### src/rtl/bool_unit.sv
module bool_unit #(
  parameter int PC_W = 16,
  parameter logic [7:0] CY_ADDR = 8'hD7
) (
  input  logic            clk,
  input  logic            rst_n,
  input  logic            start,
  input  logic [4:0]      op,
  input  logic [7:0]      bit_addr,
  input  logic [7:0]      rel_off,
  input  logic [PC_W-1:0] next_pc,
  output logic            done,
  output logic            taken,
  output logic            illegal,
  output logic            carry,
  output logic [1:0]      cycles,
  output logic [PC_W-1:0] pc_out,
  output logic [7:0]      bus_addr,
  output logic [2:0]      bus_bit,
  output logic            bus_we,
  output logic            bus_wdata,
  input  logic            bus_rdata
);
  localparam logic [4:0] C_CLR = 5'd0,  C_SET = 5'd1,  C_CPL = 5'd2;
  localparam logic [4:0] B_CLR = 5'd3,  B_SET = 5'd4,  B_CPL = 5'd5;
  localparam logic [4:0] L_AND = 5'd6,  L_ANDN = 5'd7, L_OR = 5'd8, L_ORN = 5'd9;
  localparam logic [4:0] M_CB  = 5'd10, M_BC = 5'd11;
  localparam logic [4:0] J_C   = 5'd12, J_NC = 5'd13, J_B = 5'd14, J_NB = 5'd15, J_BC = 5'd16;

  logic [4:0]      op_q;
  logic [7:0]      ba_q, off_q;
  logic [PC_W-1:0] npc_q;
  logic [1:0]      cnt;
  logic            c_nx, w_en, w_val, tk, bad;

  function automatic logic [1:0] cost(input logic [4:0] o);
    if (o <= B_CPL || o == M_CB || o > J_BC) cost = 2'd1;
    else cost = 2'd2;
  endfunction

  wire idle  = (cnt == 2'd0);
  wire fin   = !idle && (cnt == cycles);
  wire alias_hit = (ba_q == CY_ADDR);
  wire rbit  = alias_hit ? carry : bus_rdata;
  wire [PC_W-1:0] target = npc_q + {{(PC_W-8){off_q[7]}}, off_q};

  assign bus_addr = ba_q[7] ? {ba_q[7:3], 3'b000} : (8'h20 + {4'b0000, ba_q[6:3]});
  assign bus_bit  = ba_q[2:0];

  always_comb begin
    c_nx  = carry;
    w_en  = 1'b0;
    w_val = 1'b0;
    tk    = 1'b0;
    bad   = 1'b0;
    case (op_q)
      C_CLR:  c_nx = 1'b0;
      C_SET:  c_nx = 1'b1;
      C_CPL:  c_nx = ~carry;
      B_CLR:  begin w_en = 1'b1; w_val = 1'b0; end
      B_SET:  begin w_en = 1'b1; w_val = 1'b1; end
      B_CPL:  begin w_en = 1'b1; w_val = ~rbit; end
      L_AND:  c_nx = carry & rbit;
      L_ANDN: c_nx = carry & ~rbit;
      L_OR:   c_nx = carry | rbit;
      L_ORN:  c_nx = carry | ~rbit;
      M_CB:   c_nx = rbit;
      M_BC:   begin w_en = 1'b1; w_val = carry; end
      J_C:    tk = carry;
      J_NC:   tk = ~carry;
      J_B:    tk = rbit;
      J_NB:   tk = ~rbit;
      J_BC:   begin tk = rbit; w_en = rbit; w_val = 1'b0; end
      default: bad = 1'b1;
    endcase
    if (w_en && alias_hit) c_nx = w_val;
  end

  always_ff @(posedge clk) begin
    if (!rst_n) begin
      cnt       <= 2'd0;
      op_q      <= 5'd0;
      ba_q      <= 8'd0;
      off_q     <= 8'd0;
      npc_q     <= '0;
      cycles    <= 2'd0;
      done      <= 1'b0;
      taken     <= 1'b0;
      illegal   <= 1'b0;
      carry     <= 1'b0;
      pc_out    <= '0;
      bus_we    <= 1'b0;
      bus_wdata <= 1'b0;
    end else begin
      done    <= 1'b0;
      taken   <= 1'b0;
      illegal <= 1'b0;
      bus_we  <= 1'b0;
      if (idle) begin
        if (start) begin
          op_q   <= op;
          ba_q   <= bit_addr;
          off_q  <= rel_off;
          npc_q  <= next_pc;
          cycles <= cost(op);
          cnt    <= 2'd1;
        end
      end else if (fin) begin
        cnt       <= 2'd0;
        done      <= 1'b1;
        carry     <= c_nx;
        taken     <= tk;
        illegal   <= bad;
        pc_out    <= tk ? target : npc_q;
        bus_we    <= w_en && !alias_hit;
        bus_wdata <= w_val;
      end else begin
        cnt <= cnt + 2'd1;
      end
    end
  end
endmodule


### config.mk
export PLATFORM = sky130hd
export DESIGN_NAME = bool_unit
export DESIGN_NICKNAME = d
export VERILOG_FILES = /design/src/rtl/bool_unit.sv
export SDC_FILE = /design/constraint.sdc
export NUM_CORES = 1
export LEC_CHECK = 0
export ABC_AREA = 0
export BUFFER_PORTS_ARGS = -buffer_cell sky130_fd_sc_hd__buf_2
export CORE_MARGIN = 5
export CORE_UTILIZATION = 50
export DETAILED_ROUTE_END_ITERATION = 10
export PLACE_DENSITY = 0.74
export SLEW_MARGIN = 40
export SYNTH_ARGS = -nofsm -noshare
export SYNTH_HDL_FRONTEND = slang
export SYNTH_SLANG_ARGS = --single-unit
### constraint.sdc
create_clock -name clk -period 2.8 [get_ports clk]
set_input_delay 0.14 -clock clk [delete_from_list [all_inputs] [get_ports clk]]
set_output_delay 0.14 -clock clk [all_outputs]
set_load 0.05 [all_outputs]
Yosys cells after proc, flatten, opt, wreduce, memory -nomap -nowiden
Cells that the tools add are included.
{ "op_classes": {"mux": 14, "reduce_logical": 18, "bitwise_logic": 9, "n_eq_ne": 20, "n_lt_le_gt_ge": 2, "n_addsub": 3} }
{ "op_table": {"columns": ["cell", "n"], "rows": [
  ["5-bit by 4-bit equality test with 1-bit output, second input constant", 9],
  ["5-bit by 3-bit equality test with 1-bit output, second input constant", 4],
  ["17-bit OR reduction", 1],
  ["16-bit adder", 1],
  ["16-bit two-way mux", 1],
  ["5-bit by 2-bit equality test with 1-bit output, second input constant", 2],
  ["9-bit nonzero test", 1],
  ["8-bit equality test, second input constant", 1],
  ["2-bit two-way mux", 4],
  ["8-bit two-way mux", 1],
  ["1-bit one-hot mux with 8 select lines", 1],
  ["6-bit by 4-bit adder with 7-bit output, first input constant", 1],
  ["5-bit by 1-bit equality test with 1-bit output, second input constant", 1],
  ["5-bit equality test, second input constant", 1],
  ["5-bit greater-than comparator, second input constant", 1],
  ["5-bit by 3-bit less-or-equal comparator with 1-bit output, second input constant", 1],
  ["5-bit logical NOT", 1],
  ["1-bit inverter", 5],
  ["1-bit two-way mux", 4],
  ["1-bit one-hot mux with 4 select lines", 1],
  ["2-bit AND reduction", 2],
  ["2-bit OR reduction", 2],
  ["4-bit OR reduction", 1],
  ["1-bit logical AND", 3],
  ["12 further kinds", 16]
]} }
{ "totals": {"word_cells": 79, "input_bits": 41, "ff_bits": 63} }

Depth between registers and ports, before layout
Gate-level depths: netlist (run 1).
{ "logic_depth": {"word_depth": 6, "depth_mapped": 10, "mapped_depth_nobuf": 10} }

Least setup slack after synthesis (run 1)
No wires, ideal clock.
{ "synth_path": {"path_kind": "flip-flop to flip-flop", "from": "register off_q[7]", "to": "register pc_out[15]", "arrival_ps": 2125, "path_buffers": 0, "path_slack_ps": 600, "path_stages_with_launch": 9, "period_less_slack_ps": 2200, "setup_ps": 74, "cell_sequence": "dfxtp_1 -> ha_1 -> a21oi_1 -> o211ai_1 -> o41a_1 -> a41oi_1 -> xor2_1 -> or3_1 -> a31oi_1"} }
{ "synth_via": {"elab_chain_cells": 2} }
{ "synth_rtl": {"columns": ["element", "line", "source"], "rows": [
  ["start, declared", "31", "logic [7:0] ba_q, off_q;"],
  ["start signal, assigned", "103", "off_q <= rel_off;"],
  ["16-bit adder", "45", "wire [PC_W-1:0] target = npc_q + {{(PC_W-8){off_q[7]}}, off_q};"],
  ["16-bit two-way mux", "114", "pc_out <= tk ? target : npc_q;"],
  ["end signal, assigned", "114", null],
  ["end, declared", "17", "output logic [PC_W-1:0] pc_out,"]
]} }
Every way passes these cells.
A chain may end at the register's enable or synchronous reset.

Worst setup path in the final report (run 1)
Same ends and word-level chain as after synthesis.

==> metrics.cfg, run 1 <==
[critical_path]
end_kind = flop
cp-start-kind = flop
rr_startpoint = off_q[7]$_SDFFE_PN0P_
reg2reg_depth = 8
crit_arrival_ns = 2.71
startpoint = off_q[7]$_SDFFE_PN0P_
rrSetupSlack_ns = 0.36
required_ns = 3.07
setup.worst_path.end = pc_out[15]$_SDFFE_PN0P_
rr_endpoint = pc_out[15]$_SDFFE_PN0P_
critPathKind = flop to flop
path_max_fanout = 10

[drt]
ant_nets = 0
drc = 0
vias_per_cell = 5.27
routed_wl_microns = 8330
dr.pass1.iters = 4
drt-initial-drc-count = 135
wl_per_cell_microns = 13.8
vias = 3189

[layout]
n_fill_cell = 643
drive_above_1_share_pct = 22.4
fin_nets = 562
final_common_cell = nand2_1
n_antenna_cell = 0
mostFrequentLayoutCells = nand2_1 (112), buf_2 (75), dfxtp_1 (63), a21boi_0 (38), o21ai_0 (25)
area_growth_pct = 17.7

[global_route]
grt_pass1_vias = 3013
overflow = 0
grt_usage_pct = 19.8
antenna_found_initial = 0
grt_max_degree = 37
grt_pass1_wl_microns = 14000

[clocking]
cts_tree = done
clock_latency_ns = 0.34
postCtsSetupBuffers = 0
cts_buffer_depth = 2
numCtsBuffers = 9
cts.repair.resized = 0
cts.htree.levels = 3
clkSinkCount = 63
cts.clk_slew.worst_paths_ns = 0.07
cts_root_buf = clkbuf_8
hold_buffers = 0

[yosys]
ys_seq_elements = 63
syn_inst = 438
ys_warn_count = 0
synth_edf_count = 0
synth_ff_type = dfxtp_1
synth_async_sr_flop_share_pct = 0
syn-num-nets = 496
syn-cell-area_sq_mm = 0.00354
synth.distinct_cells = 57
yosysSeqAreaShare_pct = 35.6
syn_area_per_cell_sq_um = 8.08

[floorplan]
core_sq_mm = 0.00683
die_width_microns = 94.2
die_h_microns = 94.2
ios = 76
die_area_sq_mm = 0.00887
initial_core_util_pct = 51.8
core.rowCount = 30

[outcome]
status = complete, no violations

[place]
io_buffers = 75
routabilityCongestion = 0.863
place_hpwl_microns = 6140

[timing]
finalHoldViolCount = 0
worst_pin_slew_ns = 0.558
setup_viol = 0
clock.fmax_ghz = 0.410
slew_headroom_pct = 62.8
maxSlewViolCount = 0
hold_ws_ns = 0.0391
finClkSkew_ns = 0.00465
min_period_ns = 2.44
tns_ns = 0
timing.final.crit_share_pct = 87.2
rsz0062_at_grt = false

[power_and_ir_drop]
ir_drop_mv = 0.315
power_w = 0.00262
leakage_nw = 1.85
powerDensity_mw_per_mm2 = 629

[run]
maxCapViolCount = 0

[worst_hold_path]
whs_path_depth = 3
hold_class = input port to flop

routing by layer:
layer | vias to the layer above | global-route usage (%) | part of all wire [%]
met5 | - | 0 | 0
met4 | 0 | 4.69 | 1.2
met3 | 11 | 4.49 | 5.4
met2 | 87 | 31.4 | 45
met1 | 1436 | 27.2 | 48
li1 | 1655 | - | -
cells in the mapped netlist (all sizes together) (2+ instances only):
cell type  count  area [sq um]
a21oi         16          80.1
nand2        112           420
inv           10          37.5
a31oi         14          87.6
ha            16           200
o21a           8          60.1
o21ai         28           144
or3            4          25.0
nor2b          4          25.0
a211oi         6          45.0
and2           6          40.0
a22oi          2          20.0
o22ai          6          37.5
a21o           2          15.0
or2            2          12.5
and3           3          18.8
nor2          17          71.3
dfxtp         63          1260
mux2i          4          40.0
xnor2          9          86.3
nand4b         2          47.6
nor4           2          27.5
buf           11          83.8
a21boi        41           312
and2b          3          26.3
nand3          6          30.0
xor2           5          43.8
clkbuf        15          56.3
o211ai         3          22.5
nor3           3          15.0
worst max-delay path, stage by stage, from the launching register on:
cell and delay (ns):
dfxtp_1 0.57, ha_1 0.38, a21oi_1 0.21, o211ai_1 0.13, o41a_1 0.32, a41oi_1 0.19, xor2_1 0.11, or3_1 0.31
a31oi_1 0.15
worst min path at each step:
stage	start	endpoint	slack [ns]
floorplan	bit_addr[0]	ba_q[0]$_SDFFE_PN0P_	0.28
global placement	bit_addr[3]	ba_q[3]$_SDFFE_PN0P_	0.39
detailed placement	bit_addr[4]	ba_q[4]$_SDFFE_PN0P_	0.40
CTS	bit_addr[4]	ba_q[4]$_SDFFE_PN0P_	0.03
global route	bit_addr[4]	ba_q[4]$_SDFFE_PN0P_	0.04
finish	bit_addr[4]	ba_q[4]$_SDFFE_PN0P_	0.04
sequential cells by signal, summed over array words and instances (netlist names):
name and cells:
ba_q 8, bus_wdata 1, bus_we 1, carry 1, cnt 2, cycles 2, done 1, illegal 1
npc_q 16, off_q 8, op_q 5, pc_out 16, taken 1
layout make-up:
class	instances	area (sq um)	area share, %
clock buffer	14	193	4.62
clock inverter	2	35.0	0.840
inverter	10	37.5	0.900
multi-input combinational	339	2100	50.4
sequential	63	1260	30.3
tap	96	120	2.88
timing repair buffer	81	420	10.1
power by group:
part / switching [W] / leakage (nW) / total, W / internal (W)
clock network: 0.000341 / 0.119 / 0.000872 / 0.000531
registers: 0.0000839 / 0.516 / 0.00107 / 0.000985
logic: 0.000458 / 1.21 / 0.000682 / 0.000224
metrics by stage:
stage	instance area (sq um)	setup WS, ns	instances	utilization [%]
after global routing	4170	0.163	605	61.0
after detailed placement	3940	0.381	589	57.7
after global placement	3940	0.442	589	57.7
after floorplan	3540	0.600	438	-
final	4170	0.359	605	61.0
after CTS	4170	0.360	605	61.0
cells by family (layout without fill, tap and decap cells):
logic type | after synthesis | after routing | synth area share (%)
adder cells (fa/ha/maj) | 17 | 17 | 6.22
XOR/XNOR | 14 | 14 | 3.68
AND/OR/NAND/NOR | 166 | 166 | 21.8
buffers and inverters | 36 | 107 | 5.02
flip-flops | 63 | 63 | 35.6
AO/OA/AOI/OAI | 137 | 137 | 26.2
multiplexers | 5 | 5 | 1.45
Power figures use the tool's default switching activity.
==> inputs of run 2 (changes only) <==
clock period = 2.5 ns   (was 2.8 ns; I/O delays follow)
==> metrics.cfg, run 2 (same netlist as run 1, synthesis figures left out) <==
[timing]
clock.fmax_ghz = 0.442  ; was 0.410 GHz
worst_pin_slew_ns = 0.545  ; was 0.558 ns
finClkSkew_ns = 0.00959  ; was 0.00465 ns
hold_ws_ns = 0.0182  ; was 0.0391 ns
rsz0062_at_grt = false  ; unchanged
slew_headroom_pct = 63.7  ; was 62.8%
min_period_ns = 2.26  ; was 2.44 ns
setup_viol = 0  ; unchanged
maxSlewViolCount = 0  ; unchanged
finalHoldViolCount = 0  ; unchanged
tns_ns = 0  ; unchanged
timing.final.crit_share_pct = 90.6  ; was 87.2%

[clocking]
cts_buffer_depth = 2  ; unchanged
cts_root_buf = clkbuf_8  ; unchanged
numCtsBuffers = 9  ; unchanged
clkSinkCount = 63  ; unchanged
cts_tree = done  ; unchanged
cts.htree.levels = 3  ; unchanged
cts.clk_slew.worst_paths_ns = 0.07  ; about the same
clock_latency_ns = 0.34  ; about the same
postCtsSetupBuffers = 0  ; unchanged

[drt]
drc = 0  ; unchanged
drt-initial-drc-count = 162  ; was 135
routed_wl_microns = 8270  ; was 8330 microns
vias_per_cell = 5.29  ; was 5.27
dr.pass1.iters = 5  ; was 4
wl_per_cell_microns = 13.6  ; was 13.8 microns
ant_nets = 0  ; unchanged
vias = 3212  ; was 3189

[global_route]
overflow = 0  ; unchanged
grt_pass1_vias = 2936  ; was 3013
grt_pass1_wl_microns = 13700  ; was 14000 microns
grt_usage_pct = 19.4  ; was 19.8%
grt_max_degree = 38  ; was 37
antenna_found_initial = 0  ; unchanged

[place]
place_hpwl_microns = 6130  ; was 6140 microns
placed_cell_area_sq_mm = 0.00396  ; was 0.00394 sq mm
routabilityCongestion = 0.863  ; about the same
io_buffers = 75  ; unchanged

[floorplan]
ios = 76  ; unchanged
die_width_microns = 94.2  ; unchanged
core_sq_mm = 0.00683  ; unchanged
core.rowCount = 30  ; unchanged
die_h_microns = 94.2  ; unchanged
initial_core_util_pct = 51.8  ; unchanged
die_area_sq_mm = 0.00887  ; unchanged

[layout]
fin_util_pct = 61.5  ; was 61.0%
reg_top3 = npc_q x16, pc_out x16  ; unchanged
final_common_cell = nand2_1  ; unchanged
area_growth_pct = 18.7  ; was 17.7%
mostFrequentLayoutCells = nand2_1 (112), buf_2 (75), dfxtp_1 (62), a21boi_0 (38), o21ai_0 (25)  ; was nand2_1 (112), buf_2 (75), dfxtp_1 (63), a21boi_0 (38), o21ai_0 (25)
fin_nets = 564  ; was 562
drive_above_1_share_pct = 22.9  ; was 22.4%
n_antenna_cell = 0  ; unchanged
fin_area_sq_mm = 0.00420  ; was 0.00417 sq mm

[run]
maxCapViolCount = 0  ; unchanged

[outcome]
status = complete, no violations  ; unchanged

[critical_path]
path_max_fanout = 7  ; was 10
cp-start-kind = flop  ; unchanged
required_ns = 2.77  ; was 3.07 ns
end_kind = flop  ; unchanged
crit_arrival_ns = 2.53  ; was 2.71 ns
critPathKind = flop to flop  ; unchanged

[power_and_ir_drop]
powerDensity_mw_per_mm2 = 726  ; was 629 mW/mm^2
ir_drop_mv = 0.327  ; was 0.315 mV
leakage_nw = 1.86  ; was 1.85 nW

[worst_hold_path]
hold_class = input port to flop  ; unchanged

-- run 2: changes by cell type in the layout (fill, tap and decap cells not counted), sizes merged --
cell      before  now
buf           81   83
bufinv         1    3
clkinvlp       0    1
clkbuf        14   10
clkinv         1    2
-- run 2: through the flow --
step / setup WS, ns / total power, W / instances
floorplan: 0.300 / 0.00179 / 438
global placement: 0.285 / 0.00197 / 591
detailed placement: 0.197 / 0.00198 / 591
CTS: 0.167 / 0.00307 / 607
global route: 0.0326 / 0.00321 / 607
finish: 0.236 / 0.00305 / 607
-- run 2: worst paths after layout --
check                           depth (start not counted)                   from  slack, ns                      end
worst max-delay path                                    8  off_q[7]$_SDFFE_PN0P_       0.24  pc_out[15]$_SDFFE_PN0P_
worst min-delay path                                    3            bit_addr[4]       0.02     ba_q[4]$_SDFFE_PN0P_
worst max register to register                          8  off_q[7]$_SDFFE_PN0P_       0.24  pc_out[15]$_SDFFE_PN0P_
worst min register to register                          2  off_q[0]$_SDFFE_PN0P_       0.47    off_q[0]$_SDFFE_PN0P_
-- run 2: layer usage --
layer / vias up / routed length (microns) / global-route usage (%)
met5: - / 0 / 0
met4: 0 / 143 / 7.70
met3: 12 / 422 / 3.53
met2: 88 / 3670 / 29.6
met1: 1444 / 4040 / 27.0
li1: 1668 / - / -
-- run 2: critical path: stages (launching register included) --
cell and delay (ns):
dfxtp_2 0.37, ha_1 0.38, a21oi_1 0.21, o211ai_1 0.14
o41a_1 0.33, a41oi_1 0.20, xor2_1 0.10, or3_1 0.31
a31oi_1 0.16
-- run 2: layout make-up --
type / instances / area [sq um]
Tap cell: 96 / 120
Multi-Input combinational cell: 339 / 2100
Timing Repair Buffer: 83 / 435
Inverter: 10 / 37.5
Clock inverter: 6 / 108
Sequential cell: 63 / 1260
Fill cell: 652 / 2630
Clock buffer: 10 / 138
-- run 2: where the power goes --
group          internal [W]  total, W  leakage [nW]  switching, W
Combinational      0.000254  0.000768          1.22      0.000514
Sequential          0.00110   0.00119         0.516     0.0000917
Clock              0.000686   0.00109         0.122      0.000405
-- run 2: repair_timing --
item,in CTS,in global routing
endpoints found under the hold margin,0,0
endpoints found under the setup margin,0,1
resized for setup,0,1
hold buffers,0,0
